===== config.mk =====
export PLATFORM = sky130hd
export DESIGN_NAME = tick_timer
export DESIGN_NICKNAME = d
export VERILOG_FILES = /design/src/rtl/tick_timer_pkg.sv /design/src/rtl/tick_timer_ctrl.sv /design/src/rtl/tick_timer_datapath.sv /design/src/rtl/tick_timer.sv
export SDC_FILE = /design/constraint.sdc
export NUM_CORES = 1
export LEC_CHECK = 0
export BUFFER_PORTS_ARGS = -buffer_cell sky130_fd_sc_hd__buf_2
export CAP_MARGIN = 5
export CORE_MARGIN = 3
export CORE_UTILIZATION = 30
export CTS_CLUSTER_DIAMETER = 100
export DETAILED_ROUTE_END_ITERATION = 7
export PLACE_DENSITY_LB_ADDON = 0.1
export SLEW_MARGIN = 20
export SYNTH_ARGS = -nofsm -noshare
export SYNTH_HDL_FRONTEND = slang
export SYNTH_HIERARCHICAL = 1
export SYNTH_SLANG_ARGS = --single-unit

===== constraint.sdc =====
create_clock -name clk -period 4.5 [get_ports clk]
set_clock_uncertainty 0.1 [all_clocks]
set_input_delay 0.9 -clock clk [delete_from_list [all_inputs] [get_ports clk]]
set_output_delay 0.9 -clock clk [all_outputs]
set_load 0.1 [all_outputs]

===== src/rtl/tick_timer_pkg.sv =====
package tick_timer_pkg;
  // Strobes handed from control to datapath each cycle
  typedef struct packed {
    logic advance;    // increment the counter
    logic captureHi;  // copy upper counter bits into the holding register
    logic readOn;     // a read is in progress this cycle
    logic selHi;      // read selects the high byte
  } tmrStrobe_t;

  localparam int unsigned LO_SEL = 0;
  localparam int unsigned HI_SEL = 1;
endpackage


===== src/rtl/tick_timer_ctrl.sv =====
module tick_timer_ctrl
  import tick_timer_pkg::*;
(
  input  logic       clk,
  input  logic       rst,
  input  logic       tickEn,
  input  logic       rdEn,
  input  logic       rdAddr,
  input  logic       preShort,
  input  logic       preLong,
  output tmrStrobe_t strobe,
  output logic       irqShort,
  output logic       irqLong
);
  always_comb begin
    strobe.advance   = tickEn & ~rst;
    strobe.readOn    = rdEn;
    strobe.selHi     = (rdAddr == 1'(HI_SEL));
    strobe.captureHi = rdEn & (rdAddr == 1'(LO_SEL)) & ~rst;
  end

  always_ff @(posedge clk) begin
    if (rst) begin
      irqShort <= 1'b0;
      irqLong  <= 1'b0;
    end else begin
      irqShort <= tickEn & preShort;
      irqLong  <= tickEn & preLong;
    end
  end

  // reset never produces a request in the following cycle
  p_no_irq_after_reset_r6: assert property (@(posedge clk)
    rst |=> (!irqShort && !irqLong));
  // short request is a single-clock pulse
  p_short_single_r3: assert property (@(posedge clk) disable iff (rst)
    irqShort |=> !irqShort);
  // long request is a single-clock pulse aligned with a short one
  p_long_single_r4: assert property (@(posedge clk) disable iff (rst)
    irqLong |=> !irqLong);
  p_long_with_short_r4: assert property (@(posedge clk) disable iff (rst)
    irqLong |-> irqShort);
endmodule


===== src/rtl/tick_timer_datapath.sv =====
module tick_timer_datapath
  import tick_timer_pkg::*;
#(
  parameter int unsigned CNT_W      = 12,
  parameter int unsigned BYTE_W     = 8,
  parameter int unsigned SHORT_BITS = 7,
  parameter int unsigned LONG_BITS  = 10
) (
  input  logic              clk,
  input  logic              rst,
  input  tmrStrobe_t        strobe,
  output logic              preShort,
  output logic              preLong,
  output logic [BYTE_W-1:0] rdData
);
  localparam int unsigned HI_W  = CNT_W - BYTE_W;
  localparam int unsigned PAD_W = BYTE_W - HI_W;

  logic [CNT_W-1:0] count;
  logic [HI_W-1:0]  holdHi;

  always_ff @(posedge clk) begin
    if (rst) begin
      count <= '0;
    end else if (strobe.advance) begin
      count <= count + 1'b1;
    end
  end

  always_ff @(posedge clk) begin
    if (rst) begin
      holdHi <= '0;
    end else if (strobe.captureHi) begin
      holdHi <= count[CNT_W-1:BYTE_W];
    end
  end

  // Low bits all ones: the next tick rolls the field over to zero
  assign preShort = &count[SHORT_BITS-1:0];
  assign preLong  = &count[LONG_BITS-1:0];

  always_comb begin
    if (!strobe.readOn)   rdData = '0;
    else if (strobe.selHi) rdData = {{PAD_W{1'b0}}, holdHi};
    else                   rdData = count[BYTE_W-1:0];
  end

  // counts exactly one per tick
  p_count_step_r1: assert property (@(posedge clk) disable iff (rst)
    strobe.advance |=> count == $past(count) + 1'b1);
  p_count_hold_r1: assert property (@(posedge clk) disable iff (rst)
    !strobe.advance |=> $stable(count));
  // wrap from all ones to zero
  p_wrap_r7: assert property (@(posedge clk) disable iff (rst)
    (strobe.advance && (&count)) |=> (count == '0));
  // holding register only changes on a low-byte read
  p_hold_stable_r5: assert property (@(posedge clk) disable iff (rst)
    !strobe.captureHi |=> $stable(holdHi));
endmodule


===== src/rtl/tick_timer.sv =====
module tick_timer #(
  parameter int unsigned CNT_W      = 12,
  parameter int unsigned BYTE_W     = 8,
  parameter int unsigned SHORT_BITS = 7,
  parameter int unsigned LONG_BITS  = 10
) (
  input  logic              clk,
  input  logic              rst,
  input  logic              tickEn,
  input  logic              rdEn,
  input  logic              rdAddr,
  output logic [BYTE_W-1:0] rdData,
  output logic              irqShort,
  output logic              irqLong
);
  import tick_timer_pkg::*;

  tmrStrobe_t strobe;
  logic       preShort;
  logic       preLong;

  tick_timer_ctrl u_ctrl (
    .clk      (clk),
    .rst      (rst),
    .tickEn   (tickEn),
    .rdEn     (rdEn),
    .rdAddr   (rdAddr),
    .preShort (preShort),
    .preLong  (preLong),
    .strobe   (strobe),
    .irqShort (irqShort),
    .irqLong  (irqLong)
  );

  tick_timer_datapath #(
    .CNT_W      (CNT_W),
    .BYTE_W     (BYTE_W),
    .SHORT_BITS (SHORT_BITS),
    .LONG_BITS  (LONG_BITS)
  ) u_dp (
    .clk      (clk),
    .rst      (rst),
    .strobe   (strobe),
    .preShort (preShort),
    .preLong  (preLong),
    .rdData   (rdData)
  );
endmodule


# --- Word level (Yosys, flattened, before mapping) ---
# Index checks and enable logic that the tools add are counted.
# Widths: inputs -> output; s select.
word_totals:
  ff_bits: 18
  latchBits: 0
  mem_bits_rw: 0
  mem_bits_ro: 0
  input_bits: 5
  output_inout_bits: 10
  wordCells: 16
  mem_count: 0
classes:
  add_sub_neg: 1
  mul: 0
  n_div: 0
  order_cmp: 0
  n_eq_ne: 0
  n_shift: 0
  mux: 2
  bitwise_logic: 7
  n_reduce_logical: 2
ops:
  columns: ["cell", "count"]
  rows:
  - ["$mux 8", 2]
  - ["$add 12x1->12 const B", 1]
  - ["$reduce_and 10->1", 1]
  - ["$reduce_and 7->1", 1]
  - ["$and 1x1->1", 5]
  - ["$not 1->1", 2]

# --- Longest topological paths before layout ---
# Gate-level depths: netlist of the first run.
logic_depth:
  ltp_word: 3
  mapped_depth: 5
  ltp_nobuf: 4

# --- Hierarchy ---
# The synthesis of the first run kept the hierarchy.
modules_own_cells:
  columns: ["mod", "n_inst", "cells_per_inst", "area_each_um2", "seq_area_each_um2"]
  rows:
  - ["tick_timer_datapath", 1, 90, 798.3, 320.3]
  - ["tick_timer_ctrl", 1, 8, 86.3, 40.0]

# --- Least setup slack after synthesis of the first run ---
# Ideal clock, no wire load.
synth_timing:
  kind: "input port to output port"
  startpoint: "in rdAddr"
  endpoint: "out rdData[0]"
  t_arrival_ns: 2.665
  required_ns: 3.500
  path_slack_ns: 0.835
  path_stages: 4
  n_path_buf: 2
  path_cell_list: "buf_4 clkbuf_1 mux2i_1 nor2b_1"
synth_between:
  elab_chain_cells: 2
synth_lines:
  columns: ["item", "line", "text"]
  rows:
  - ["from (decl)", "tick_timer.sv:11", "input logic rdAddr,"]
  - ["$mux 8", "tick_timer_datapath.sv:44", "else if (strobe.selHi) rdData = {{PAD_W{1'b0}}, holdHi};"]
  - ["$mux 8", "tick_timer_datapath.sv:43", "if (!strobe.readOn) rdData = '0;"]
  - ["to (decl)", "tick_timer.sv:12", "output logic [BYTE_W-1:0] rdData,"]
# No other way between the ends.

# --- Final worst setup path of the first run ---
layout_timing:
  startpoint: "in rdAddr"
  endpoint: "out rdData[7]"
# Same word-level chain as after synthesis.

==> key figures, run 1 <==
Final layout
  – Synthesis-to-finish area growth: 12.4%
  – Fill cells: 297
  – Post-layout net count: 116
  – Commonest non-fill, non-tap cell in the layout: dfxtp_1
  – Layout cells sized above 1: 0.193
  – Cell area after layout: 995 um^2
  – Most frequent cells in the layout: dfxtp_1 (18), buf_2 (14), nor2_1 (10), mux2i_1 (9), nor2b_1 (7)
  – Fin util: 0.358
  – Number of inserted diodes: 0

Logic synthesis
  – Area share of fa/ha/maj cells after synthesis: 0.0141
  – XOR/XNOR Fraction of Synth Area: 0.0396
  – Post-synthesis simple-gate area fraction: 0.293
  – Register area share after synthesis: 0.407
  – Synth Area in Compound Gates: 0.0792
  – Average size of a mapped cell: 9.03 um^2
  – Asr flop ratio synth: 0
  – Number of synthesized flops with an enable pin: 0
  – Yosys cell types: 27
  – Mux cell area share after synthesis: 0.115
  – Syn_nets: 104
  – Yosys reg bits: 18
  – Syn Inst Count: 98
  – Syn. warnings: 6
  – Largest family of logic cells by synthesized area: simple AND/OR/NAND/NOR gates
  – Synthesized area: 885 um^2
  – Synth Flop Type: dfxtp_1

Floorplanning
  – CORE AREA: 2780 um^2
  – Die Width: 60.3 um
  – Die area: 3640 um^2
  – Die span in y: 60.3 um
  – Num ports: 15
  – # rows: 19
  – Initial Util: 0.318

STA
  – Clock period minus worst slack: 2940 ps
  – Final period util: 0.653
  – RSZ-0062 raised after global routing: no
  – WHS: 408 ps
  – Fmax: 340 MHz
  – Hold Vio Cnt, Final: 0
  – Total negative slack: 0 ps
  – Final Setup Violations: 0
  – Slew margin rel.: 0.463
  – Worst Tran Pin Value: 804 ps
  – Final Max Tran Viols: 0

Setup path
  – Required time worst endpoint: 3500 ps
  – Crit-path max cell delay: 420 ps
  – Critical Path Most Common Cell: buf_2
  – Arrival time worst endpoint: 1940 ps
  – Setup CP Type: in -> out
  – CP Capture Type: primary output
  – CP Cell Sequence: buf_2, nor2b_1, and2_1, buf_2
  – Crit path launch type: primary input
  – CP max FO: 6
  – Slowest-stage cell, CP: buf_2

Route
  – DR vias: 710
  – Post-route ant nets: 0
  – Final WL: 1960 um
  – Drt pass-1 iters: 4
  – Iter 0 DRT Violations: 32
  – Met1 WL: 1090 um
  – Met3 routed WL: 101 um
  – DRC viols: 0
  – Via density: 5.07
  – Met2 WL: 751 um
  – Highest routing layer actually used: met4
  – WL/cell: 14.0 um

Clock tree
  – Num CTS Buffers: 3
  – CTS Hold Buffers Added: 0
  – Clk sinks: 18
  – Root Driver: clkbuf_4
  – Worst-skew pair later-pin latency: 290 ps
  – H-tree lvl count: 1
  – Post-cts resize count: 0
  – TritonCTS clock tree: built
  – Worst-path clk slew: 100 ps
  – Total setup buffers inserted after CTS: 0
  – Max clock buf depth: 2

Placement
  – DP Wirelength: 1340 um
  – Placed standard-cell area: 958 um^2
  – I/O Buffers: 14
  – Final GP Congestion: 0.748

Global route
  – Largest net degree at the start of global routing: 22
  – First-pass GRT wire length: 3250 um
  – Number of global-route vias before repair: 701
  – Tot GR Track Use: 0.121
  – Total gr overflow: 0
  – Initial antenna violation count: 0

Job
  – Max Cap Viol: 0

Run status
  – Outcome: finished clean

Power and ir drop
  – Max VDD drop: 0.133 mV
  – Pwr dens: 283 nW/um^2
  – Static Leak: 0.384 nW

Worst hold path
  – Worst hold path type: reg -> reg
-- metal layers --
| metal | vias up | global-route usage |
|---|---|---|
| met4 | 0 | 0.0601 |
| li1 | 369 | - |
| met2 | 15 | 0.176 |
| met1 | 324 | 0.165 |
| met3 | 2 | 0.0302 |
| met5 | - | 0 |
-- final timing paths --
kind	start	endpoint	slack (ps)	depth (start not counted)
worst max-delay path	rdAddr	rdData[7]	1560	4
worst min-delay path	u_dp/holdHi[3]	u_dp/holdHi[3]	410	2
worst max register to register	u_dp/count[0]	u_dp/count[10]	2810	4
worst min register to register	u_dp/holdHi[3]	u_dp/holdHi[3]	410	2
-- through the flow --
step                      power [mW]  instances  setup slack [ps]
after floorplan                0.181         98               835
after global placement         0.184        136              1590
after detailed placement       0.184        136              1570
after CTS                      0.283        140              1570
after global routing           0.293        140              1500
final                          0.281        140              1560
-- flip-flops by register name (all words and copies together) (netlist names) --
| signal | flops |
|---|---|
| u_dp/holdHi | 4 |
| u_ctrl/irqLong | 1 |
| u_ctrl/irqShort | 1 |
| u_dp/count | 12 |
-- worst max-delay path: cells and delay by family --
| kind | cells | cell delay (ps) |
|---|---|---|
| buffers and inverters | 2 | 570 |
| AND/OR/NAND/NOR | 2 | 470 |
-- Yosys cell counts (all sizes together), types with 2 or more instances --
master  number  area share
nor2b        7       0.050
o31ai        4       0.034
a21oi        6       0.034
nand4        4       0.035
nor2        10       0.042
mux2i        9        0.10
clkbuf       4       0.017
inv          3       0.013
buf          3       0.023
and3b        2       0.020
nand3        4       0.034
or3          2       0.014
o21ai        2       0.011
or4          4       0.034
dfxtp       18        0.41
nor3         2       0.011
and2         4       0.028
xor2         3       0.030
nand2        2      0.0085
-- area by class of cell --
class | instances | area [um^2] | area share
multi-input combinational | 70 | 478 | 0.481
sequential | 18 | 360 | 0.362
tap | 31 | 38.8 | 0.0390
timing repair buffer | 14 | 70.1 | 0.0704
clock buffer | 4 | 36.3 | 0.0365
inverter | 3 | 11.3 | 0.0113
-- report_power, final --
part,total (mW),internal (mW),leakage [nW],switching (mW)
clock network,0.101,0.0492,0.0210,0.0514
registers,0.162,0.160,0.145,0.00196
logic,0.0181,0.00631,0.218,0.0117
total,0.281,0.216,0.384,0.0651
-- kinds of logic (layout without fill, tap and decap cells) --
| family | after synthesis | after routing |
|---|---|---|
| adders and majority gates | 1 | 1 |
| xor gates and xnor gates | 4 | 4 |
| and+or+nand+nor | 43 | 43 |
| AOI/OAI and AO/OA | 12 | 12 |
| muxes | 10 | 10 |
| DFF | 18 | 18 |
| buffers and inverters | 10 | 21 |
Power figures use the tool's default switching activity.
==> run 2: changes to the inputs <==
Clock period 4.5 ns to 2.67 ns, I/O delays scaled along.
==> key figures, run 2 (synthesis results as in run 1) <==
Power and ir drop
  – Pwr dens: 439 nW/um^2 (+55%)
  – Switching Fraction: 0.240 (+0.00866)
  – NetSw: 0.106 mW (+63%)
  – Clock network fraction of total power: 0.306 (-0.052)
  – Int Pwr: 0.335 mW (+55%)
  – Final Power: 0.441 mW (+57%)
  – Max VDD drop: 0.253 mV (+91%)
  – Combinational Power Share: 0.074 (+0.010)
  – Sequential share of power: 0.620 (+0.042)
  – Static Leak: 0.391 nW (+1.8%)

Setup path
  – Worst R2R Path Depth: 3 (-1)
  – CP Capture Type: primary output
  – Setup CP Type: in -> out
  – Crit path launch type: primary input
  – Worst reg-to-reg setup slack: 970 ps (-1840 ps)
  – Launch point of the worst reg-to-reg path: u_dp/count[2]
  – Arrival time worst endpoint: 1500 ps (-440 ps)
  – CP max FO: 6 (unchanged)
  – Required time worst endpoint: 2040 ps (-1460 ps)
  – Worst r2r dst: u_dp/count[11]

Global route
  – First-pass GRT wire length: 3050 um (-6.2%)
  – Initial antenna violation count: 0 (unchanged)
  – Largest net degree at the start of global routing: 22 (unchanged)
  – Number of global-route vias before repair: 637 (-9.1%)
  – Tot GR Track Use: 0.115 (-0.00539)
  – Total gr overflow: 0 (unchanged)

Floorplanning
  – Die Width: 60.3 um (unchanged)
  – # rows: 19 (unchanged)
  – Die area: 3640 um^2 (unchanged)
  – CORE AREA: 2780 um^2 (unchanged)
  – Num ports: 15 (unchanged)
  – Die span in y: 60.3 um (unchanged)
  – Initial Util: 0.318 (unchanged)

STA
  – Total negative slack: 0 ps (unchanged)
  – Hold Vio Cnt, Final: 0 (unchanged)
  – Final Setup Violations: 0 (unchanged)
  – Fmax: 468 MHz
  – WHS: 404 ps (-4.77 ps)
  – Slew margin rel.: 0.675 (+0.212)
  – RSZ-0062 raised after global routing: no
  – Worst Tran Pin Value: 491 ps (-313 ps)
  – Clock period minus worst slack: 2140 ps
  – Final period util: 0.801
  – Final Max Tran Viols: 0 (unchanged)
  – Setup slack after layout: 532 ps (-1030 ps)

Clock tree
  – Root Driver: clkbuf_4
  – Clk sinks: 18 (unchanged)
  – Post-cts resize count: 0 (unchanged)
  – Worst-path clk slew: 100 ps (about the same)
  – TritonCTS clock tree: built
  – Num CTS Buffers: 3 (unchanged)
  – CTS Hold Buffers Added: 0 (unchanged)
  – H-tree lvl count: 1 (unchanged)
  – Worst-skew pair later-pin latency: 290 ps (about the same)
  – Total setup buffers inserted after CTS: 0 (unchanged)
  – Max clock buf depth: 2 (unchanged)

Route
  – DR vias: 705 (-0.70%)
  – Final WL: 1910 um (-2.5%)
  – WL/cell: 13.5 um (-3.2%)
  – Post-route ant nets: 0 (unchanged)
  – Via density: 5.00 (-1.4%)
  – Drt pass-1 iters: 4 (unchanged)
  – DRC viols: 0 (unchanged)
  – Iter 0 DRT Violations: 26 (-19%)

Final layout
  – Top flop regs: u_dp/count (12), u_dp/holdHi (4)
  – Max reg flops: 12 (unchanged)
  – Cell area after layout: 1010 um^2 (+1.1%)
  – Commonest non-fill, non-tap cell in the layout: dfxtp_1
  – Number of inserted diodes: 0 (unchanged)
  – Synthesis-to-finish area growth: 13.7%
  – Layout cells sized above 1: 0.236 (+0.0437)
  – Fin cells: 141 (+0.71%)
  – Most frequent cells in the layout: dfxtp_1 (18), buf_2 (14), nor2_1 (10), mux2i_1 (9), a21oi_1 (6)
  – Post-layout net count: 118 (+1.7%)
  – Fin util: 0.362 (+0.00405)
  – Largest Register: u_dp/count

Worst hold path
  – Worst hold path type: in -> reg
  – Min-Delay Startpoint: tickEn
  – Worst Hold Path Cells: 2 (unchanged)
  – Worst hold endpoint: u_ctrl/irqLong

Placement
  – I/O Buffers: 14 (unchanged)
  – Final GP Congestion: 0.755 (+0.95%)
  – Worst slack at placement: 512 ps (-1060 ps)
  – Placed insts: 138 (+1.5%)
  – Placed standard-cell area: 983 um^2 (+2.6%)
  – DP Wirelength: 1400 um (+4.2%)

Job
  – Max Cap Viol: 0 (unchanged)

Run status
  – Outcome: finished clean
## run 2: how the worst max path moves through the flow
stage | startpoint | end | cells past startpoint
2_1_floorplan | rdAddr | rdData[0] | 4
3_3_place_gp | rst | u_dp/count[11] | 5
3_5_place_dp | rst | u_dp/count[11] | 5
4_1_cts | rdAddr | rdData[7] | 4
5_1_grt | u_dp/count[2] | rdData[2] | 3
6_report | rdAddr | rdData[7] | 4
## run 2: area by class of cell
| cell class | count | area, um^2 |
|---|---|---|
| Clock buffer | 3 | 22.5 |
| Fill cell | 311 | 1780 |
| Timing Repair Buffer | 16 | 85.1 |
| Tap cell | 31 | 38.8 |
| Sequential cell | 18 | 360 |
| Multi-Input combinational cell | 70 | 488 |
| Inverter | 3 | 11.3 |
## run 2: metal layers
| layer | up-vias | GRT usage | part of all wire |
|---|---|---|---|
| met5 | - | 0 | 0 |
| met1 | 319 | 0.168 | 0.53 |
| met3 | 2 | 0.0497 | 0.062 |
| met2 | 16 | 0.154 | 0.40 |
| li1 | 368 | - | - |
| met4 | 0 | 0.0285 | 0.0052 |
## run 2: critical path, stage by stage
cell and delay [ps]:
buf_2 150, nor2b_1 230, and2_1 160, buf_2 420
## run 2: power groups by stage
stage | sequential, mW | clock, mW | combinational [mW]
final | 0.274 | 0.135 | 0.0326
after global routing | 0.274 | 0.153 | 0.0351
after CTS | 0.274 | 0.145 | 0.0328
after detailed placement | 0.280 | 0 | 0.0327
after global placement | 0.280 | 0 | 0.0328
after floorplan | 0.279 | 0 | 0.0263
